**src/rtl/ecc_sector_pkg.sv**
```systemverilog
// Package: shared widths and the status encoding of the sector ECC engine.
// Assumes byte-wide data and the fixed 12-bit half / 24-bit code format.
package ecc_sector_pkg;
    localparam int BYTE_W    = 8;
    localparam int BIT_IDX_W = $clog2(BYTE_W);
    localparam int HALF_W    = 12;
    localparam int CODE_W    = 2 * HALF_W;
    localparam int LOC_W     = HALF_W - BIT_IDX_W;

    typedef enum logic [1:0] {
        ST_CLEAN     = 2'd0,
        ST_FIXED     = 2'd1,
        ST_CODE_ONLY = 2'd2,
        ST_BAD       = 2'd3
    } ecc_status_e;
endpackage

```
**src/rtl/ecc_accum.sv**
```systemverilog
// Module: ecc_accum
// Accumulates the two 12-bit parity halves over a sector streamed one byte
// per valid cycle. The upper half XORs the bit address of every 1 bit and
// the lower half XORs the complement of those addresses.
// Assumes SECTOR_BYTES*8 fits in 12 address bits (SECTOR_BYTES <= 512).
module ecc_accum
    import ecc_sector_pkg::*;
#(
    parameter int SECTOR_BYTES = 512
) (
    input  logic              clk,
    input  logic              rst_n,
    input  logic              start,
    input  logic              in_valid,
    input  logic [BYTE_W-1:0] in_byte,
    output logic [HALF_W-1:0] par_hi,
    output logic [HALF_W-1:0] par_lo,
    output logic              done
);
    localparam int CNT_W = $clog2(SECTOR_BYTES + 1);
    localparam logic [CNT_W-1:0] CNT_FULL = CNT_W'(SECTOR_BYTES);
    localparam logic [CNT_W-1:0] CNT_LAST = CNT_W'(SECTOR_BYTES - 1);

    logic [CNT_W-1:0]  cnt_q;
    logic [CNT_W-1:0]  cnt_eff;
    logic              take;
    logic [HALF_W-1:0] bit_addr [BYTE_W];
    logic [HALF_W-1:0] contrib_hi;
    logic [HALF_W-1:0] contrib_lo;
    logic [HALF_W-1:0] base_hi;
    logic [HALF_W-1:0] base_lo;

    // A start restarts the byte count in the same cycle it is raised.
    assign cnt_eff = start ? '0 : cnt_q;
    assign take    = in_valid && (cnt_eff < CNT_FULL);
    assign base_hi = start ? '0 : par_hi;
    assign base_lo = start ? '0 : par_lo;

    // One bit address per lane of the incoming byte.
    generate
        for (genvar b = 0; b < BYTE_W; b++) begin : g_lane
            assign bit_addr[b] = {LOC_W'(cnt_eff), BIT_IDX_W'(b)};
        end
    endgenerate

    // Fold the addresses of the set bits of this byte into both halves.
    always_comb begin
        contrib_hi = '0;
        contrib_lo = '0;
        for (int b = 0; b < BYTE_W; b++) begin
            if (in_byte[b]) begin
                contrib_hi = contrib_hi ^ bit_addr[b];
                contrib_lo = contrib_lo ^ ~bit_addr[b];
            end
        end
    end

    // Count accepted bytes, update the halves and flag sector completion.
    always_ff @(posedge clk) begin
        if (!rst_n) begin
            cnt_q  <= '0;
            par_hi <= '0;
            par_lo <= '0;
            done   <= 1'b0;
        end else begin
            if (take) begin
                cnt_q  <= cnt_eff + 1'b1;
                par_hi <= base_hi ^ contrib_hi;
                par_lo <= base_lo ^ contrib_lo;
            end else if (start) begin
                cnt_q  <= '0;
                par_hi <= '0;
                par_lo <= '0;
            end
            done <= (take && (cnt_eff == CNT_LAST)) || (done && !start);
        end
    end
endmodule

```
**src/rtl/ecc_pack.sv**
```systemverilog
// Module: ecc_pack
// Squeezes the two parity halves into the 24-bit code and inverts it so an
// erased sector (all ones, code all ones) compares clean.
// Assumes the upper half lands in code bits 23:12.
module ecc_pack
    import ecc_sector_pkg::*;
(
    input  logic [HALF_W-1:0] par_hi,
    input  logic [HALF_W-1:0] par_lo,
    output logic [CODE_W-1:0] code
);
    logic [CODE_W-1:0] packed_code;

    // Join the halves, upper half on top.
    assign packed_code = {par_hi, par_lo};
    // Inversion gives the stored form; byte 0 of the spare area is bits 7:0.
    assign code = ~packed_code;
endmodule

```
**src/rtl/ecc_decode.sv**
```systemverilog
// Module: ecc_decode
// Classifies the difference between the computed and the stored code.
// Complementary halves flag a single data bit; a lone set bit flags the
// code itself. Purely combinational; the top registers the result.
module ecc_decode
    import ecc_sector_pkg::*;
#(
    parameter int SECTOR_BYTES = 512
) (
    input  logic [CODE_W-1:0] computed,
    input  logic [CODE_W-1:0] stored,
    output ecc_status_e       status,
    output logic [LOC_W-1:0]  err_byte,
    output logic [BYTE_W-1:0] err_mask
);
    logic [CODE_W-1:0]    diff;
    logic [HALF_W-1:0]    d_hi;
    logic [HALF_W-1:0]    d_lo;
    logic [LOC_W-1:0]     loc;
    logic [BIT_IDX_W-1:0] bit_n;
    logic                 halves_compl;
    logic                 single_bit;
    logic                 in_range;

    assign diff         = computed ^ stored;
    assign d_hi         = diff[CODE_W-1:HALF_W];
    assign d_lo         = diff[HALF_W-1:0];
    assign loc          = d_hi[HALF_W-1:BIT_IDX_W];
    assign bit_n        = d_hi[BIT_IDX_W-1:0];
    assign halves_compl = ((d_hi ^ d_lo) == '1);
    assign single_bit   = (diff != '0) && ((diff & (diff - 1'b1)) == '0);
    assign in_range     = (int'(loc) < SECTOR_BYTES);

    // Pick the verdict; location fields only for a correctable data bit.
    always_comb begin
        status   = ST_BAD;
        err_byte = '0;
        err_mask = '0;
        if (diff == '0) begin
            status = ST_CLEAN;
        end else if (halves_compl) begin
            if (in_range) begin
                status   = ST_FIXED;
                err_byte = loc;
                err_mask = BYTE_W'(1) << bit_n;
            end
        end else if (single_bit) begin
            status = ST_CODE_ONLY;
        end
    end
endmodule

```
**src/rtl/ecc_sector_engine.sv**
```systemverilog
// Module: ecc_sector_engine (top)
// Streams a sector into the parity accumulator, presents the stored-form
// code once the sector is complete, and registers a check verdict one cycle
// after a check request made while the code is valid.
// Assumes SECTOR_BYTES <= 512 and at most one byte per cycle.
module ecc_sector_engine
    import ecc_sector_pkg::*;
#(
    parameter int SECTOR_BYTES = 512
) (
    input  logic              clk,
    input  logic              rst_n,
    input  logic              start,
    input  logic              in_valid,
    input  logic [7:0]        in_byte,
    input  logic              chk_req,
    input  logic [23:0]       stored_code,
    output logic [23:0]       code_out,
    output logic              code_valid,
    output logic              status_valid,
    output logic [1:0]        status,
    output logic [8:0]        err_byte,
    output logic [7:0]        err_mask
);
    logic [HALF_W-1:0] par_hi;
    logic [HALF_W-1:0] par_lo;
    ecc_status_e       dec_status;
    logic [LOC_W-1:0]  dec_byte;
    logic [BYTE_W-1:0] dec_mask;
    logic              chk_take;

    ecc_accum #(.SECTOR_BYTES(SECTOR_BYTES)) u_accum (
        .clk      (clk),
        .rst_n    (rst_n),
        .start    (start),
        .in_valid (in_valid),
        .in_byte  (in_byte),
        .par_hi   (par_hi),
        .par_lo   (par_lo),
        .done     (code_valid)
    );

    ecc_pack u_pack (
        .par_hi (par_hi),
        .par_lo (par_lo),
        .code   (code_out)
    );

    ecc_decode #(.SECTOR_BYTES(SECTOR_BYTES)) u_decode (
        .computed (code_out),
        .stored   (stored_code),
        .status   (dec_status),
        .err_byte (dec_byte),
        .err_mask (dec_mask)
    );

    // A check counts only against a finished sector code.
    assign chk_take = chk_req && code_valid;

    // Capture the verdict and pulse status_valid for one cycle.
    always_ff @(posedge clk) begin
        if (!rst_n) begin
            status_valid <= 1'b0;
            status       <= 2'd0;
            err_byte     <= '0;
            err_mask     <= '0;
        end else begin
            status_valid <= chk_take;
            if (chk_take) begin
                status   <= dec_status;
                err_byte <= dec_byte;
                err_mask <= dec_mask;
            end
        end
    end
endmodule

```
**config.mk**
```make
export PLATFORM = sky130hd
export DESIGN_NAME = ecc_sector_engine
export DESIGN_NICKNAME = d
export VERILOG_FILES = /design/src/rtl/ecc_sector_pkg.sv /design/src/rtl/ecc_accum.sv /design/src/rtl/ecc_pack.sv /design/src/rtl/ecc_decode.sv /design/src/rtl/ecc_sector_engine.sv
export SDC_FILE = /design/constraint.sdc
export NUM_CORES = 1
export LEC_CHECK = 0
export BUFFER_PORTS_ARGS = -buffer_cell sky130_fd_sc_hd__buf_2
export CORE_MARGIN = 5
export CORE_UTILIZATION = 40
export DETAILED_ROUTE_END_ITERATION = 12
export GPL_TIMING_DRIVEN = 1
export SLEW_MARGIN = 20
export SYNTH_ARGS = -nofsm -noshare
export SYNTH_HDL_FRONTEND = slang
export SYNTH_SLANG_ARGS = --single-unit
export TNS_END_PERCENT = 1
```
**constraint.sdc**
```tcl
create_clock -name clk -period 2.15 [get_ports clk]
set_input_delay 0.215 -clock clk [delete_from_list [all_inputs] [get_ports clk]]
set_output_delay 0.215 -clock clk [all_outputs]
set_load 0.1 [all_outputs]
```
# [Yosys cells after proc, flatten, opt, wreduce, memory -nomap -nowiden]
# Cells that the tools add are included.
# W data, S select, Z words.
[totals] reg_bits=55 out_inout_bits=45
[classes] reduce_logical=10 shift=1 n_eq_ne=2 addsub=2 bitwise_logic=28 mux=29 magnitude_cmp=1
[ops] cell="$mux W12" count=20
[ops] cell="$xor A12 B12 Y12" count=17
[ops] cell="$not A12 Y12" count=8
[ops] cell="$logic_not A24 Y1" count=2
[ops] cell="$and A24 B24 Y24" count=1
[ops] cell="$not A24 Y24" count=1
[ops] cell="$reduce_bool A24 Y1" count=1
[ops] cell="$sub A24 B1 Y24 const B" count=1
[ops] cell="$xor A24 B24 Y24" count=1
[ops] cell="$mux W10" count=2
[ops] cell="$mux W9" count=2
[ops] cell="$mux W8" count=2
[ops] cell="$eq A12 B12 Y1 const B" count=1
[ops] cell="$add A10 B1 Y10 const B" count=1
[ops] cell="$eq A10 B9 Y1 const B" count=1
[ops] cell="$lt A10 B10 Y1 const B" count=1
[ops] cell="$shl A1 B3 Y8 const A" count=1
[ops] cell="$logic_and A1 B1 Y1" count=5
[ops] cell="$mux W2" count=2
[ops] cell="$logic_not A1 Y1" count=1
[ops] cell="$logic_or A1 B1 Y1" count=1
[ops] cell="$mux W1" count=1

# [Depth between registers and ports, before layout]
# Gate-level depths: netlist of the first run.
[logic_depth] ltp_word=19 mapped_depth=9 depth_no_buf=7

# [Hierarchy]
# From an unflattened synthesis of the first run, not the netlist that was laid out.
[unflattened] cells_unflattened=422 hier_area_um2=3428.3
[by_module_without_submodules] module="ecc_accum" cells_per_inst=203 area_per_inst_um2=1737.9 n_inst=1 seq_area_each_um2=700.7
[by_module_without_submodules] module="ecc_decode" cells_per_inst=106 area_per_inst_um2=802.0 n_inst=1 seq_area_each_um2=0.0
[by_module_without_submodules] module="ecc_sector_engine" cells_per_inst=89 area_per_inst_um2=798.3 n_inst=1 seq_area_each_um2=400.4
[by_module_without_submodules] module="ecc_pack" cells_per_inst=24 area_per_inst_um2=90.1 n_inst=1 seq_area_each_um2=0.0

# [Least setup slack after synthesis of the first run]
# Ideal clock, no wire load.
[synth_timing] path_type="reg-to-reg" start="register u_accum.done" end="register status[0]" t_arrival_ns=2.410 synth_period_minus_slack_ns=2.537 path_slack_ns=-0.387 required_ns=2.023 path_buffers=0 stages_incl_launch_ff=8 path_cell_list="dfxtp_1 > nand2_1 > and2_1 > a222oi_1 > and3_1 > nand4_1 > nor4_1 > a31oi_1"
[synth_via] elab_chain_cells=1
[synth_lines] element="start: declaration" line_no="ecc_accum.sv:18" text="output logic done"
[synth_lines] element="start signal: assignment" line_no="ecc_accum.sv:75" text="done <= (take && (cnt_eff == CNT_LAST)) || (done && !start);"
[synth_lines] element="$logic_and A1 B1 Y1" line_no="ecc_sector_engine.sv:58" text="assign chk_take = chk_req && code_valid;"
[synth_lines] element="end signal: assignment" line_no="ecc_sector_engine.sv:70" text="status <= dec_status;"
[synth_lines] element="end: declaration" line_no="ecc_sector_engine.sv:21" text="output logic [1:0] status,"
# No other way between the ends.
# A chain may end at the register's enable or synchronous reset.

# [Worst setup path in the final report of the first run]
[layout_timing] start="register u_accum.par_lo[0]" end="register status[0]"
[layout_via] elab_chain_cells=9 elab_cells_between_ends=13 cone_classes="1 x add/sub; 1 x eq/ne; 3 x mux; 4 x bitwise; 4 x reduce/logical"
[layout_lines] element="start: declaration" line_no="ecc_accum.sv:17" text="output logic [HALF_W-1:0] par_lo,"
[layout_lines] element="start signal: assignment" line_no="ecc_accum.sv:69" text="par_lo <= base_lo ^ contrib_lo;"
[layout_lines] element="$not A24 Y24 *" line_no="ecc_pack.sv:17" text="assign code = ~packed_code;"
[layout_lines] element="$xor A24 B24 Y24 *" line_no="ecc_decode.sv:25" text="assign diff = computed ^ stored;"
[layout_lines] element="$sub A24 B1 Y24" line_no="ecc_decode.sv:31" text="assign single_bit = (diff != '0) && ((diff & (diff - 1'b1)) == '0);"
[layout_lines] element="$and A24 B24 Y24" line_no="ecc_decode.sv:31"
[layout_lines] element="$logic_not A24 Y1" line_no="ecc_decode.sv:31"
[layout_lines] element="$logic_and A1 B1 Y1" line_no="ecc_decode.sv:31"
[layout_lines] element="$mux W1" line_no="ecc_decode.sv:47" text="end else if (single_bit) begin"
[layout_lines] element="$mux W2" line_no="ecc_decode.sv:41" text="end else if (halves_compl) begin"
[layout_lines] element="$mux W2 *" line_no="ecc_decode.sv:39" text="if (diff == '0) begin"
# Every way passes the cells marked *; elsewhere a longest branch is shown, timed or not.

==> impl_metrics.tcl, run 1 <==
set metrics [dict create \
    cts_buffers 5 \
    arrival_ns 2.15 \
    viasPerCell 4.84 \
    max_stage_delay_ns 0.38 \
    cp.required_ns 2.35 \
    synth_top_cell_by_area "dfxtp_1" \
    power_density_mw_per_mm2 702 \
    synth_fp_nets 426 \
    r2r_end "status[0]" \
    worst_pin_slew_ns 0.497 \
    fin_nets 511 \
    place_area_sq_mm 0.00378 \
    yosysTopAreaCellShare_pct 34.1 \
    grt_pass1_wl_um 13100 \
    setup_tns_ns 0 \
    rsz0062_at_grt "no" \
    crit_fanout 6 \
    diodes 0 \
    fin_skew_ns 0.0123 \
    clkTransAtPathRegs_ns 0.09 \
    io_pins 82 \
    rows 32 \
    synth-edff-count 0 \
    clock_latency_ns 0.32 \
    routedWlPerCell_um 13.8 \
    yosysSeqAreaShare_pct 34.1 \
    power.leakage_nw 1.53 \
    hold_violations 0 \
    r2r_cells 7 \
    grt.overflow.total 0 \
    setup_viol 0 \
    dr.pass1.iters 4 \
    fmax_mhz 513 \
    cts_buffer_depth 2 \
    cp_slowest_cell "nor3_2" \
    crit_family "simple AND/OR/NAND/NOR gates" \
    synthFlopType "dfxtp_1" \
    drc 0 \
    synth.distinct_cells 50 \
    root_buffer "clkbuf_8" \
    start_kind "register" \
    crit_buf_inv 0 \
    synthArstFlopShare_pct 0 \
    fin_crit_ns 1.95 \
    initial_utilization_pct 41.3 \
    ir_worst_vdd_v 0.000496 \
    syn_area_sq_mm 0.00323 \
    yosys_register_bits 55 \
    stdcell_area_sq_mm 0.00398 \
    critPathCaptureType "register" \
    htreeDepth 2 \
    detail-route-antenna-nets 0 \
    grt_antenna_before_repair 0 \
    crit_chain "xnor2_1 > nor3_2 > nand4_2 > nor4_2 > a21oi_1 > o21ai_1 > a31oi_1" \
    maxCapViolCount 0 \
    avgSynthCellArea_sq_um 8.29 \
    drt_iter0_drc 88 \
    hold_depth 3 \
    ys_top_cells_by_count "dfxtp_1 (55), nor2_1 (55), xnor2_1 (42), inv_1 (30), nand2_1 (27)" \
    setup.worst_path.start "u_accum.par_lo[0]" \
    fin_crit_sh_pct 90.7 \
    track_usage_pct 16.4 \
    hold_class "in -> reg" \
    num_vias 2792 \
    grt_pass1_vias 2643 \
    dieArea_sq_mm 0.00996 \
    hpwl_um 6240 \
    cts.sinks 55 \
    netlist_instances 389 \
    die_h_um 99.8 \
    wirelength_um 7990 \
    path_class "reg -> reg" \
    crit_cells 7 \
    yosys-top-cells-area "dfxtp_1 (34%), xnor2_1 (11%), nor2_1 (6.4%), xnor2_2 (5.0%), xor2_1 (3.5%)" \
    slew_violations 0 \
    tritoncts "yes" \
    reg2reg_slack_ns 0.20 \
    areaGrowthSynthToFinish_pct 23.4 \
    yosys_warnings 0 \
    layout-drive-gt1-share_pct 29.5 \
    cp-endpoint "status[0]" \
    die-width_um 99.8 \
    outcome "complete, no violations" \
    io_buffers 81 \
    finalWeightedCongestion 0.857 \
    grt_start_max_net_pins 28 \
    relSlewSlack_pct 67.1 \
    design.core.area_sq_mm 0.00781 \
    r2r_start "u_accum.par_lo[0]" \
]
## worst min-delay path by stage
stage                     slack, ns            to        start
after floorplan                0.45  status_valid      chk_req
after global placement         0.43   err_mask[5]  err_mask[5]
after detailed placement       0.44   err_mask[3]  err_mask[3]
after CTS                      0.30  status_valid      chk_req
after global routing           0.34  status_valid      chk_req
final                          0.30  status_valid      chk_req
## layer usage
layer  global-route usage (%)  vias up  share of wire, %
met4                     3.99        0              0.69
met1                     22.2     1282                47
met2                     26.7       56                48
met3                     3.41        5               4.7
li1                         -     1449                 -
met5                        0        -                 0
## cells by family (layout without fill, tap and decap cells)
group	after synthesis	after routing	synth area share, %
and+or+nand+nor	151	151	24.6
AOI/OAI and AO/OA	68	68	13.1
DFF	55	55	34.1
buffers and inverters	46	132	5.78
xor gates and xnor gates	69	69	22.3
## per-stage QoR
stage	instances	power, mW	utilization [%]	hold slack, ns	setup slack, ns
after floorplan	389	1.86	-	0.449	0.0298
after global placement	569	2.05	48.5	0.434	0.237
after detailed placement	569	2.06	48.5	0.444	0.175
after CTS	577	2.78	50.0	0.297	0.143
after global routing	577	2.94	51.0	0.342	0.00295
final	577	2.79	51.0	0.303	0.200
## placed cells by master, fill, tap and decap left out, drive strengths merged, types with 2 or more instances in the layout
cell type | Yosys | final
a21boi | 15 | 15
a21oi | 12 | 12
a31oi | 3 | 3
and2 | 3 | 3
buf | 5 | 94
clkbuf | 11 | 6
dfxtp | 55 | 55
inv | 30 | 30
nand2 | 27 | 27
nand2b | 4 | 4
nand3 | 4 | 4
nand4 | 5 | 5
nor2 | 56 | 56
nor2b | 10 | 10
nor3 | 12 | 12
nor3b | 3 | 3
nor4 | 7 | 7
o211ai | 2 | 2
o21ai | 28 | 28
o31ai | 2 | 2
or3 | 15 | 15
xnor2 | 52 | 52
xor2 | 17 | 17
## registers in the layout (all words and copies together) (netlist names)
signal	flops
err_byte	9
status_valid	1
err_mask	8
u_accum.done	1
u_accum.par_hi	12
status	2
u_accum.cnt_q	10
u_accum.par_lo	12
## power by group
part | switching, mW | total, mW | internal [mW]
sequential | 0.0519 | 1.11 | 1.06
combinational | 0.652 | 0.959 | 0.307
clock | 0.345 | 0.723 | 0.378
total | 1.05 | 2.79 | 1.74
## tightest hold or removal path, cell delays in order
cell	delay [ns]
buf_2	0.09
nand3_1	0.18
inv_1	0.09
## final cells by class
class                   instances  area (sq um)
fillers                       784          3830
multi-input cells             288          2020
flip-flops and latches         55          1100
repair buffers                 94           503
well taps                     102           128
inverters                      30           113
clock buffers                   6          82.6
clock inverters                 2          35.0
## what timing repair did
action / CTS / global route
buffers inserted: 0 / 0
hold buffers: 0 / 0
setup endpoints to repair: 0 / 10
resized for setup: 0 / 10
No activity file was read; power rests on OpenSTA's default activity.
==> run 2, diff against run 1 <==
--- a/config.mk
+++ b/config.mk
@@ -6,10 +6,11 @@
 export NUM_CORES = 1
 export LEC_CHECK = 0
 export BUFFER_PORTS_ARGS = -buffer_cell sky130_fd_sc_hd__buf_2
-export CORE_MARGIN = 5
+export CORE_MARGIN = 4
 export CORE_UTILIZATION = 40
 export DETAILED_ROUTE_END_ITERATION = 12
 export GPL_TIMING_DRIVEN = 1
+export PLACE_DENSITY = 0.64
 export SLEW_MARGIN = 20
 export SYNTH_ARGS = -nofsm -noshare
 export SYNTH_HDL_FRONTEND = slang
==> impl_metrics.tcl, run 2 (same netlist as run 1, synthesis figures left out) <==
set metrics [dict create \
    outcome "complete, no violations" \
    post-cts-setup-buffers 0 \
    initial_utilization_pct 41.5 \
    worst_pin_slew_ns 0.492 \
    arrival_ns 2.23 \
    reg_top3 "u_accum.par_hi (12), u_accum.par_lo (12), u_accum.cnt_q (10)" \
    layout_commonest_cell "buf_2" \
    die_h_um 97.8 \
    hold_violations 0 \
    crit_fanout 9 \
    grt_pass1_wl_um 13200 \
    maxCapViolCount 0 \
    critPathCaptureType "register" \
    num_vias 2807 \
    grt_antenna_before_repair 0 \
    grt_start_max_net_pins 28 \
    power.total_mw 2.57 \
    start_kind "register" \
    final_core_utilization_pct 49.8 \
    grt_pass1_vias 2875 \
    rows 32 \
    dieArea_sq_mm 0.00956 \
    hpwl_um 6290 \
    io_pins 82 \
    routedWlPerCell_um 13.7 \
    power_density_mw_per_mm2 665 \
    diodes 0 \
    fin_skew_ns 0.0102 \
    drc 0 \
    drt_iter0_drc 87 \
    detail-route-antenna-nets 0 \
    ir_worst_vdd_v 0.000447 \
    tritoncts "yes" \
    wirelength_um 7890 \
    fin_nets 511 \
    io_buffers 81 \
    cts_buffers 5 \
    fin_crit_ns 2.00 \
    layout-drive-gt1-share_pct 27.9 \
    viasPerCell 4.88 \
    power.leakage_nw 1.49 \
    clock_latency_ns 0.30 \
    layout_setup_ws_ns 0.151 \
    fmax_mhz 500 \
    areaGrowthSynthToFinish_pct 20.0 \
    grt.overflow.total 0 \
    hold_buffers 0 \
    fin_crit_sh_pct 93.0 \
    cp.required_ns 2.38 \
    rsz0062_at_grt "no" \
    clkTransAtPathRegs_ns 0.09 \
    path_class "reg -> reg" \
    cts_buffer_depth 2 \
    dp_slack_ns 0.154 \
    hold_depth 3 \
    root_buffer "clkbuf_8" \
    cts.sinks 55 \
    setup_viol 0 \
    setup_tns_ns 0 \
    r2r_cells 8 \
    slew_violations 0 \
    ff_latch_area_sq_mm 0.00110 \
    dr.pass1.iters 4 \
    hold_class "in -> reg" \
    multi_input_area_sq_mm 0.00195 \
    mostFrequentLayoutCells "buf_2 (81), nor2_1 (55), dfxtp_1 (54)" \
    htreeDepth 2 \
    design.core.area_sq_mm 0.00777 \
    finalWeightedCongestion 0.852 \
    die-width_um 97.8 \
    relSlewSlack_pct 67.5 \
    nFillCells 807 \
    track_usage_pct 16.6 \
]
## run 2: area by class of cell
| cell class | instances | area share [%] |
|---|---|---|
| Sequential cell | 55 | 28.5 |
| Clock buffer | 6 | 1.87 |
| Multi-Input combinational cell | 288 | 50.5 |
| Timing Repair Buffer | 94 | 13.0 |
| Tap cell | 102 | 3.30 |
| Inverter | 30 | 2.91 |
## run 2: timing repair
| item | CTS | global route |
|---|---|---|
| endpoints found under the hold margin | 0 | 0 |
| endpoints found under the setup margin | 0 | 3 |
| resized for setup | 0 | 2 |
## run 2: worst paths after layout
| check | startpoint | to | slack (ns) |
|---|---|---|---|
| worst min register to register | err_mask[1] | err_mask[1] | 0.45 |
| worst max-delay path | u_accum.par_lo[10] | err_byte[7] | 0.15 |
| worst max register to register | u_accum.par_lo[10] | err_byte[7] | 0.15 |
| worst min-delay path | chk_req | status_valid | 0.31 |
## run 2: metrics by stage
stage          std cells  hold WS [ns]  cell area [sq um]
6_report             575         0.307               3870
5_1_grt              575         0.345               3870
4_1_cts              575         0.302               3860
3_5_place_dp         569         0.442               3780
3_3_place_gp         569         0.437               3780
2_1_floorplan        389         0.449               3230
## run 2: metal layers
metal	share of wire, %	track usage, %	vias to the layer above
met5	0	0	-
li1	-	-	1447
met2	49	29.5	58
met4	1.1	4.15	0
met3	4.1	3.43	10
met1	46	20.4	1292
## run 2: power breakdown
| group | switching, mW | internal, mW |
|---|---|---|
| clock | 0.313 | 0.218 |
| combinational | 0.644 | 0.293 |
| sequential | 0.0456 | 1.06 |
| total | 1.00 | 1.57 |
## run 2: worst max-delay path, stage by stage, from the launching register on
cell	delay, ns
dfxtp_1	0.34
xnor2_1	0.32
xor2_1	0.11
nor4_1	0.38
nand3_2	0.20
buf_4	0.21
nor3_1	0.18
a21oi_1	0.06
nor2b_1	0.12
